--- config.mk ---
export PLATFORM = sky130hd
export DESIGN_NAME = cpu_gpr_file
export DESIGN_NICKNAME = d
export VERILOG_FILES = /design/src/rtl/gpr_pkg.sv /design/src/rtl/rf_idx_decode.sv /design/src/rtl/rf_ds_decode.sv /design/src/rtl/rf_write_arb.sv /design/src/rtl/cpu_gpr_file.sv
export SDC_FILE = /design/constraint.sdc
export NUM_CORES = 1
export LEC_CHECK = 0
export ABC_CLOCK_PERIOD_IN_PS = 4000
export BUFFER_PORTS_ARGS = -buffer_cell sky130_fd_sc_hd__buf_2
export CAP_MARGIN = 20
export CORE_MARGIN = 5
export CORE_UTILIZATION = 40
export CTS_CLUSTER_SIZE = 12
export DETAILED_ROUTE_END_ITERATION = 8
export PLACE_DENSITY = 0.55
export SETUP_SLACK_MARGIN = 0.05
export SLEW_MARGIN = 20
export SYNTH_ARGS = -nofsm -noshare
export SYNTH_HDL_FRONTEND = slang
export SYNTH_SLANG_ARGS = --single-unit
export TNS_END_PERCENT = 5
--- constraint.sdc ---
create_clock -name clk -period 4 [get_ports clk]
set_clock_uncertainty 0.1 [all_clocks]
set_input_delay 0.6 -clock clk [delete_from_list [all_inputs] [get_ports clk]]
set_output_delay 0.6 -clock clk [all_outputs]
set_load 0.005 [all_outputs]
--- src/rtl/gpr_pkg.sv ---
package gpr_pkg;
  typedef enum logic [1:0] {
    PAIR_X   = 2'd0,
    PAIR_Y   = 2'd1,
    PAIR_Z   = 2'd2,
    PAIR_OFF = 2'd3
  } pair_sel_e;

  localparam int unsigned PAIR_COUNT = 3;
endpackage

--- src/rtl/rf_idx_decode.sv ---
// Selects the effective read-A and write index; immediate selectors land
// in the upper half of the file.
module rf_idx_decode #(
  parameter int unsigned IDX_W = 5
) (
  input  logic             imm_en,
  input  logic [IDX_W-2:0] imm_sel,
  input  logic [IDX_W-1:0] rd_a_idx,
  input  logic [IDX_W-1:0] wr_idx,
  output logic [IDX_W-1:0] eff_rd_a,
  output logic [IDX_W-1:0] eff_wr
);
  localparam int unsigned      HALF_I   = 1 << (IDX_W - 1);
  localparam logic [IDX_W-1:0] IMM_BASE = HALF_I[IDX_W-1:0];

  logic [IDX_W-1:0] imm_idx;

  always_comb begin
    imm_idx  = IMM_BASE + {1'b0, imm_sel};
    eff_rd_a = imm_en ? imm_idx : rd_a_idx;
    eff_wr   = imm_en ? imm_idx : wr_idx;
  end
endmodule

--- src/rtl/rf_ds_decode.sv ---
// Decides whether a data-space address falls in the register window.
module rf_ds_decode #(
  parameter int unsigned ADDR_W = 16,
  parameter int unsigned IDX_W  = 5
) (
  input  logic              ds_req,
  input  logic [ADDR_W-1:0] ds_addr,
  output logic              ds_hit,
  output logic              ds_foreign,
  output logic [IDX_W-1:0]  ds_idx
);
  logic in_win;

  always_comb begin
    in_win     = (ds_addr[ADDR_W-1:IDX_W] == '0);
    ds_hit     = ds_req & in_win;
    ds_foreign = ds_req & ~in_win;
    ds_idx     = ds_addr[IDX_W-1:0];
  end
endmodule

--- src/rtl/rf_write_arb.sv ---
// Per-register write select: pointer pair first, then byte port, then bus.
module rf_write_arb
  import gpr_pkg::*;
#(
  parameter int unsigned N_REGS   = 32,
  parameter int unsigned DATA_W   = 8,
  parameter int unsigned IDX_W    = 5,
  parameter int unsigned PTR_BASE = 26
) (
  input  logic                           bw_en,
  input  logic [IDX_W-1:0]               bw_idx,
  input  logic [DATA_W-1:0]              bw_data,
  input  logic                           pw_en,
  input  logic [1:0]                     pw_sel,
  input  logic [2*DATA_W-1:0]            pw_data,
  input  logic                           dw_en,
  input  logic [IDX_W-1:0]               dw_idx,
  input  logic [DATA_W-1:0]              dw_data,
  output logic [N_REGS-1:0]              reg_we,
  output logic [N_REGS-1:0][DATA_W-1:0]  reg_wd
);
  localparam logic [IDX_W-1:0] PTR_BASE_V = PTR_BASE[IDX_W-1:0];

  logic             pw_active;
  logic [IDX_W-1:0] pw_lo;

  always_comb begin
    pw_active = pw_en && (pair_sel_e'(pw_sel) != PAIR_OFF);
    pw_lo     = PTR_BASE_V + {{(IDX_W-3){1'b0}}, pw_sel, 1'b0};
  end

  for (genvar g = 0; g < N_REGS; g++) begin : g_reg
    localparam logic [IDX_W-1:0] G_IDX = IDX_W'(g);
    logic              we_g;
    logic [DATA_W-1:0] wd_g;

    always_comb begin
      we_g = 1'b0;
      wd_g = bw_data;
      if (pw_active && (pw_lo[IDX_W-1:1] == G_IDX[IDX_W-1:1])) begin
        we_g = 1'b1;
        wd_g = G_IDX[0] ? pw_data[2*DATA_W-1:DATA_W] : pw_data[DATA_W-1:0];
      end else if (bw_en && (bw_idx == G_IDX)) begin
        we_g = 1'b1;
        wd_g = bw_data;
      end else if (dw_en && (dw_idx == G_IDX)) begin
        we_g = 1'b1;
        wd_g = dw_data;
      end
    end

    assign reg_we[g] = we_g;
    assign reg_wd[g] = wd_g;
  end
endmodule

--- src/rtl/cpu_gpr_file.sv ---
module cpu_gpr_file
  import gpr_pkg::*;
#(
  parameter int unsigned N_REGS = 32,
  parameter int unsigned DATA_W = 8,
  parameter int unsigned ADDR_W = 16,
  localparam int unsigned IDX_W = $clog2(N_REGS)
) (
  input  logic                clk,
  input  logic                rst_n,
  input  logic [IDX_W-1:0]    rd_a_idx,
  output logic [DATA_W-1:0]   rd_a_data,
  input  logic [IDX_W-1:0]    rd_b_idx,
  output logic [DATA_W-1:0]   rd_b_data,
  input  logic                imm_en,
  input  logic [IDX_W-2:0]    imm_sel,
  input  logic                wr_en,
  input  logic [IDX_W-1:0]    wr_idx,
  input  logic [DATA_W-1:0]   wr_data,
  input  logic                ptr_we,
  input  logic [1:0]          ptr_sel,
  input  logic [2*DATA_W-1:0] ptr_wdata,
  output logic [2*DATA_W-1:0] ptr_x,
  output logic [2*DATA_W-1:0] ptr_y,
  output logic [2*DATA_W-1:0] ptr_z,
  input  logic                ds_req,
  input  logic                ds_we,
  input  logic [ADDR_W-1:0]   ds_addr,
  input  logic [DATA_W-1:0]   ds_wdata,
  output logic [DATA_W-1:0]   ds_rdata,
  output logic                ds_foreign
);
  localparam int unsigned PTR_BASE = N_REGS - 2 * PAIR_COUNT;

  logic [N_REGS-1:0][DATA_W-1:0] rf_q;
  logic [N_REGS-1:0][DATA_W-1:0] rf_d;
  logic [N_REGS-1:0]             reg_we;
  logic [N_REGS-1:0][DATA_W-1:0] reg_wd;
  logic [IDX_W-1:0]              eff_rd_a;
  logic [IDX_W-1:0]              eff_wr;
  logic                          ds_hit;
  logic [IDX_W-1:0]              ds_idx;
  logic [2*DATA_W-1:0]           ptr_view [PAIR_COUNT];

  rf_idx_decode #(.IDX_W(IDX_W)) u_idx (
    .imm_en   (imm_en),
    .imm_sel  (imm_sel),
    .rd_a_idx (rd_a_idx),
    .wr_idx   (wr_idx),
    .eff_rd_a (eff_rd_a),
    .eff_wr   (eff_wr)
  );

  rf_ds_decode #(.ADDR_W(ADDR_W), .IDX_W(IDX_W)) u_ds (
    .ds_req     (ds_req),
    .ds_addr    (ds_addr),
    .ds_hit     (ds_hit),
    .ds_foreign (ds_foreign),
    .ds_idx     (ds_idx)
  );

  rf_write_arb #(
    .N_REGS   (N_REGS),
    .DATA_W   (DATA_W),
    .IDX_W    (IDX_W),
    .PTR_BASE (PTR_BASE)
  ) u_arb (
    .bw_en   (wr_en),
    .bw_idx  (eff_wr),
    .bw_data (wr_data),
    .pw_en   (ptr_we),
    .pw_sel  (ptr_sel),
    .pw_data (ptr_wdata),
    .dw_en   (ds_hit & ds_we),
    .dw_idx  (ds_idx),
    .dw_data (ds_wdata),
    .reg_we  (reg_we),
    .reg_wd  (reg_wd)
  );

  // next state: per-register clock enable
  always_comb begin
    for (int i = 0; i < N_REGS; i++) begin
      rf_d[i] = reg_we[i] ? reg_wd[i] : rf_q[i];
    end
  end

  always_ff @(posedge clk or negedge rst_n) begin
    if (!rst_n) begin
      rf_q <= '0;
    end else begin
      rf_q <= rf_d;
    end
  end

  always_comb begin
    rd_a_data = rf_q[eff_rd_a];
    rd_b_data = rf_q[rd_b_idx];
    ds_rdata  = ds_hit ? rf_q[ds_idx] : '0;
  end

  for (genvar p = 0; p < PAIR_COUNT; p++) begin : g_ptr
    assign ptr_view[p] = {rf_q[PTR_BASE + 2*p + 1], rf_q[PTR_BASE + 2*p]};
  end

  assign ptr_x = ptr_view[0];
  assign ptr_y = ptr_view[1];
  assign ptr_z = ptr_view[2];
endmodule

==> impl_metrics.toml, run 1 <==
[yosys]
synth.distinct_cells = 59
synth-xor-area-share = 0
yosys_warnings = 0
syn_area_um2 = 19800
synth_top_family_by_area = "multiplexers"
yosys.area_share.simple = 0.174
synthAdderAreaFrac = 0
muxShareOfSynthArea = 0.290
synth_compound_gate_area_share = 0.146
synthesis.nets = 2173
yosysSeqAreaShare = 0.323
avgSynthCellArea_um2 = 9.46
netlist_instances = 2097
synth-seq-cells = 256

[grt]
grt_overflow = 0
grt_max_degree = 93
grt_pass1_vias = 17400
grt.total_usage = 0.302
antenna_found_initial = 5
grt_pass1_wl_um = 122000

[run]
cap_violations = 0

[worst_setup_path]
critPathTopFamily = "buffers and inverters"
worst_ep_arrival_time_ns = 3.16
crit_path_top_delay_cell = "nor4_1"
endpoint_kind = "output pin"
critPathLaunchType = "primary input"
cp_max_fo = 63
cpPeakStageDelay_ns = 0.57
cp_num_buf_inv = 5
crit_chain = "buf_2, mux2i_4, buf_12, buf_12, nand2_1, a32oi_1, a31oi_1, nor4_1, buf_4, buf_2"
crit_type = "primary input to output pin"
worstPathRequired_ns = 3.30

[power]
leakage_nw = 9.19
pwr-share-clk = 0.327
intPower_mw = 6.13
total_power_mw = 9.41
comb_power_share = 0.269
powerDensity_nw_per_um2 = 423
switching_power_mw = 3.28
power_frac_seq = 0.404
vdd_drop_max_uv = 347
swShare = 0.348

[place]
hpwlAfterDp_um = 59900
port_buffers = 148
gp_congestion = 0.996
dpl-instance-area_um2 = 21100

[cells_and_area]
fillers = 4671
final_nets = 2199
area_growth_pct = 12.1
drive_gt1_frac = 0.228
design_area_um2 = 22200
fin_util = 0.454

[detailed_routing]
vias = 18300
routed_via_density = 6.52
drc = 0
drt_iter0_drc = 2390
routedWlPerCell_um = 29.8
totalWireLength_um = 83800
firstDrtPassIters = 5
antenna_left = 0

[cts]
cts_sinks = 256
clkTransAtPathRegs_ns = 0.06
cts_tree = "done"
worstSkewPairLatency_ns = 0.60
clock-root-buffer = "clkbuf_16"
clockBufferDepth = 3
cts_buffers = 31
h-tree-depth = 1

[sta]
setup_tns_ns = 0
final.min_clock_period_ns = 3.86
setup_violations = 0
slew_violations = 0
tightest_slew_ns = 1.31
hold_viol = 0
timing.fmax_mhz = 259
slew_headroom = 0.123
grt_setup_unrepaired = "yes"
fin_crit_sh = 0.966

[floorplan]
die_w_um = 233
initial_utilization = 0.405
core-area_um2 = 49100
rows = 81
die_area_um2 = 54200
ios = 149
die_h_um = 233

[worst_hold_path]
hold_path_class = "primary input to register"

[status]
status = "completed"
==> state kept, by name (all words and copies together), names as in the netlist <==
name / count
ptr_z: 16
rf_q: 208
ptr_y: 16
ptr_x: 16
==> layout make-up <==
cell class	instances	area [µm²]	share of cell area
Sequential cell	256	6410	0.288
Tap cell	664	831	0.0373
Antenna cell	3	7.51	0.000337
Inverter	28	105	0.00472
Multi-Input combinational cell	1567	12200	0.548
Clock inverter	13	195	0.00877
Timing Repair Buffer	239	1620	0.0729
Clock buffer	43	881	0.0396
==> placed cells by master (no fill, tap or decap), types with 23 or more instances in the layout <==
cell type,count
o21ai_1,23
nor2_1,147
o21ai_0,74
nand2_1,344
clkbuf_16,31
a21oi_1,175
inv_1,28
o221ai_1,25
a32oi_1,32
mux2i_1,240
buf_2,143
a22oi_1,32
a31oi_1,57
nand3_1,62
mux4_2,144
buf_4,80
dfrtp_1,256
and2_1,33
==> logic make-up (layout without fill, tap and decap cells) <==
group	after synthesis	after routing
simple gates	707	707
compound gates	466	466
mux	394	394
buf+inv	274	323
flops	256	256
other cells	0	3
==> routing by layer <==
metal  GRT usage  vias to the layer above  wire length, µm
met5           0                        -               21
met4       0.114                        4             3450
met3      0.0686                      195             9200
met2       0.454                     1192            37000
met1       0.426                     9164            34100
li1            -                     7777                -
==> power groups by stage <==
stage / combinational [mW] / clock (mW) / sequential (mW)
floorplan: 1.77 / 0 / 3.46
global placement: 2.45 / 0 / 3.79
detailed placement: 2.49 / 0 / 3.80
CTS: 2.50 / 3.09 / 3.76
global route: 2.71 / 3.21 / 3.84
finish: 2.53 / 3.08 / 3.80
==> cell usage after synthesis (all sizes together) <==
master | number | area share
dfrtp | 256 | 0.32
buf | 118 | 0.037
nor2b | 8 | 0.0025
or3b | 6 | 0.0026
mux4 | 144 | 0.16
nand4 | 12 | 0.0044
mux2 | 9 | 0.0051
nor4bb | 1 | 0.00050
mux2i | 241 | 0.12
o21a | 1 | 0.00038
a21oi | 175 | 0.044
nand3 | 66 | 0.018
a22oi | 32 | 0.012
nor3 | 24 | 0.018
o32ai | 4 | 0.0021
o221ai | 25 | 0.011
nor2 | 147 | 0.028
or2 | 2 | 0.00063
nor4b | 2 | 0.0015
inv | 28 | 0.0053
or3 | 7 | 0.0022
o221a | 1 | 0.00057
nand3b | 9 | 0.0034
o211ai | 9 | 0.0034
and4 | 2 | 0.00088
a211oi | 1 | 0.00063
a221o | 10 | 0.0050
a22o | 16 | 0.0071
a32oi | 32 | 0.014
a31oi | 57 | 0.018
and3b | 5 | 0.0022
clkbuf | 128 | 0.024
and3 | 5 | 0.0018
nand2 | 344 | 0.065
a221oi | 5 | 0.0022
nand2b | 19 | 0.0060
o21ai | 98 | 0.025
nor4 | 10 | 0.0042
nor3b | 4 | 0.0018
or4b | 1 | 0.00050
and2 | 33 | 0.010
==> repair_timing <==
item,in CTS,in global routing
buffers inserted,0,0
hold buffers,1,0
resized for setup,0,1
hold endpoints to repair,88,0
setup endpoints to repair,0,2
==> path summary, 6_finish.rpt <==
kind | start | to | cells past startpoint | slack (ns)
worst max register to register | ptr_y[5] | ptr_y[5] | 1 | 2.94
worst max-delay path | imm_en | rd_a_data[7] | 10 | 0.14
max in group asynchronous | rst_n | rf_q[88] | 3 | 2.21
worst min-delay path | ptr_wdata[10] | ptr_y[10] | 3 | 0.14
min in group asynchronous | rst_n | rf_q[130] | 2 | 0.56
worst min register to register | rf_q[190] | rf_q[190] | 2 | 0.52
==> through the flow <==
step                      cells  setup WS (ns)  hold slack (ns)
final                      2813          0.137            0.140
after global placement     2753         0.0910            0.491
after CTS                  2810         0.0662            0.132
after floorplan            2097          0.940            0.204
after detailed placement   2753         0.0788            0.503
after global routing       2811         0.0165            0.147
No activity file was read; power rests on OpenSTA's default activity.
==> run 2: changes to the inputs <==
--- a/config.mk
+++ b/config.mk
@@ -5,6 +5,7 @@
 export SDC_FILE = /design/constraint.sdc
 export NUM_CORES = 1
 export LEC_CHECK = 0
+export ABC_AREA = 0
 export ABC_CLOCK_PERIOD_IN_PS = 4000
 export BUFFER_PORTS_ARGS = -buffer_cell sky130_fd_sc_hd__buf_2
 export CAP_MARGIN = 20
@@ -13,6 +14,7 @@
 export CTS_CLUSTER_SIZE = 12
 export DETAILED_ROUTE_END_ITERATION = 8
 export PLACE_DENSITY = 0.55
+export RECOVER_POWER = 100
 export SETUP_SLACK_MARGIN = 0.05
 export SLEW_MARGIN = 20
 export SYNTH_ARGS = -nofsm -noshare
==> run 2 against run 1 <==
Against the previous run:
- the flow now finishes with violations (max-capacitance violations, max-slew violations)
- clock power is essentially flat
- count of clock-buffer cells in the layout stayed put
- register-to-register slack about the same
- first-iteration DRC count decreased by 4.5%
- critical path depth did not move
- critical endpoint unchanged
- largest power group unchanged
- highest routed layer unchanged
==> impl_metrics.toml, run 2 (synthesized netlist as in run 1, its figures left out) <==
[status]
status = "complete, but fails checks"
violations = "max-capacitance violations, max-slew violations"

[worst_setup_path]
regToRegSetupSlack_ns = 2.94
crit_path_top_delay_cell = "nor4_1"
cpPeakStageDelay_ns = 0.59
crit_chain = "buf_2, mux2i_4, buf_12, buf_12, nand2_1, a32oi_1, a31oi_1, nor4_1, buf_4, buf_2"
critPathLaunchType = "primary input"
worst_ep_arrival_time_ns = 3.17
crit_type = "primary input to output pin"
endpoint_kind = "output pin"
worstPathRequired_ns = 3.30
cp_max_fo = 63

[power]
powerDensity_nw_per_um2 = 427
swShare = 0.349
switching_power_mw = 3.27
pwr-share-clk = 0.328
intPower_mw = 6.11
comb_power_share = 0.266
power_frac_seq = 0.406
vdd_drop_max_uv = 354
total_power_mw = 9.38
leakage_nw = 8.74

[place]
port_buffers = 148
hpwlAfterDp_um = 59900
gp_congestion = 0.996
pre_cts_ws_ns = 0.0788

[detailed_routing]
drt_iter0_drc = 2283
routedWlPerCell_um = 29.7
drc = 0
vias = 18300
firstDrtPassIters = 7
totalWireLength_um = 83600
routed_via_density = 6.49
antenna_left = 0

[cts]
clock-root-buffer = "clkbuf_16"
h-tree-depth = 1
clockBufferDepth = 3
clkTransAtPathRegs_ns = 0.06
post_cts_buffers = 0
cts_tree = "done"
cts_buffers = 31
worstSkewPairLatency_ns = 0.61
cts_sinks = 256

[sta]
grt_setup_unrepaired = "yes"
slew_violations = 100
tightest_slew_ns = 2.53
hold_viol = 0
fin_ws_ns = 0.126
setup_tns_ns = 0
slew_headroom = -0.690
fin_crit_sh = 0.968
final.min_clock_period_ns = 3.87
setup_violations = 0
timing.fmax_mhz = 258

[floorplan]
die_area_um2 = 54200
rows = 81
core-area_um2 = 49100
die_h_um = 233
initial_utilization = 0.405
ios = 149
die_w_um = 233

[grt]
grt_pass1_wl_um = 122000
grt_max_degree = 93
grt_overflow = 0
antenna_found_initial = 6
grt.total_usage = 0.302
grt_pass1_vias = 17400

[worst_hold_path]
hold_path_class = "primary input to register"

[cells_and_area]
regMostFlops = "rf_q"
final_nets = 2199
drive_gt1_frac = 0.198
largest_reg_flops = 208
final_cell_mix = "nand2_1, dfrtp_1, mux2i_1"
area_growth_pct = 10.6
mostFrequentLayoutCell = "nand2_1"

[run]
cap_violations = 2
[run 2: what timing repair did]
action | in CTS | in global routing
setup endpoints to repair | 0 | 2
hold endpoints to repair | 88 | 0
gates resized for setup | 0 | 1
hold buffers | 1 | 0
[run 2: metal layers]
layer / share of wire / up-vias / track usage / routed length [µm]
met5: 0.00016 / - / 0 / 13
met4: 0.043 / 2 / 0.114 / 3620
met3: 0.11 / 190 / 0.0686 / 9300
met2: 0.44 / 1169 / 0.454 / 36800
met1: 0.41 / 9128 / 0.426 / 33900
li1: - / 7767 / - / -
[run 2: per-stage QoR]
step | util | std cells | hold WS [ns] | area (µm²)
final | 0.447 | 2812 | 0.132 | 21900
after global routing | 0.447 | 2811 | 0.147 | 21900
after CTS | 0.453 | 2810 | 0.132 | 22200
after detailed placement | 0.431 | 2753 | 0.503 | 21100
after global placement | 0.431 | 2753 | 0.491 | 21100
after floorplan | - | 2097 | 0.204 | 19800
[run 2: power by group through the flow]
stage | Combinational [mW] | Clock, mW | Sequential [mW]
global placement | 2.45 | 0 | 3.79
detailed placement | 2.49 | 0 | 3.80
CTS | 2.50 | 3.09 | 3.76
global route | 2.67 | 3.21 | 3.84
finish | 2.50 | 3.07 | 3.80
floorplan | 1.77 | 0 | 3.46
[run 2: path summary, 6_finish.rpt]
| path | to | depth (start not counted) | start |
|---|---|---|---|
| worst min-delay path | ptr_y[10] | 3 | ptr_wdata[10] |
| worst max-delay path | rd_a_data[7] | 10 | imm_en |
| worst min register to register | rf_q[182] | 2 | rf_q[182] |
| max in group asynchronous | rf_q[95] | 3 | rst_n |
| min in group asynchronous | rf_q[130] | 2 | rst_n |
| worst max register to register | ptr_y[5] | 1 | ptr_y[5] |
[run 2: worst max-delay path, delay by kind of cell]
kind / cells / cell delay, ns
mux: 1 / 0.32
simple gates: 2 / 0.67
compound gates: 2 / 0.35
buf+inv: 5 / 1.19
[run 2: layout make-up]
type / count / area (µm²)
diodes: 2 / 5.00
clock buffers: 43 / 881
clock inverters: 13 / 195
fillers: 4745 / 27100
inverters: 28 / 105
multi-input cells: 1567 / 12000
flip-flops and latches: 256 / 6410
well taps: 664 / 831
repair buffers: 239 / 1480
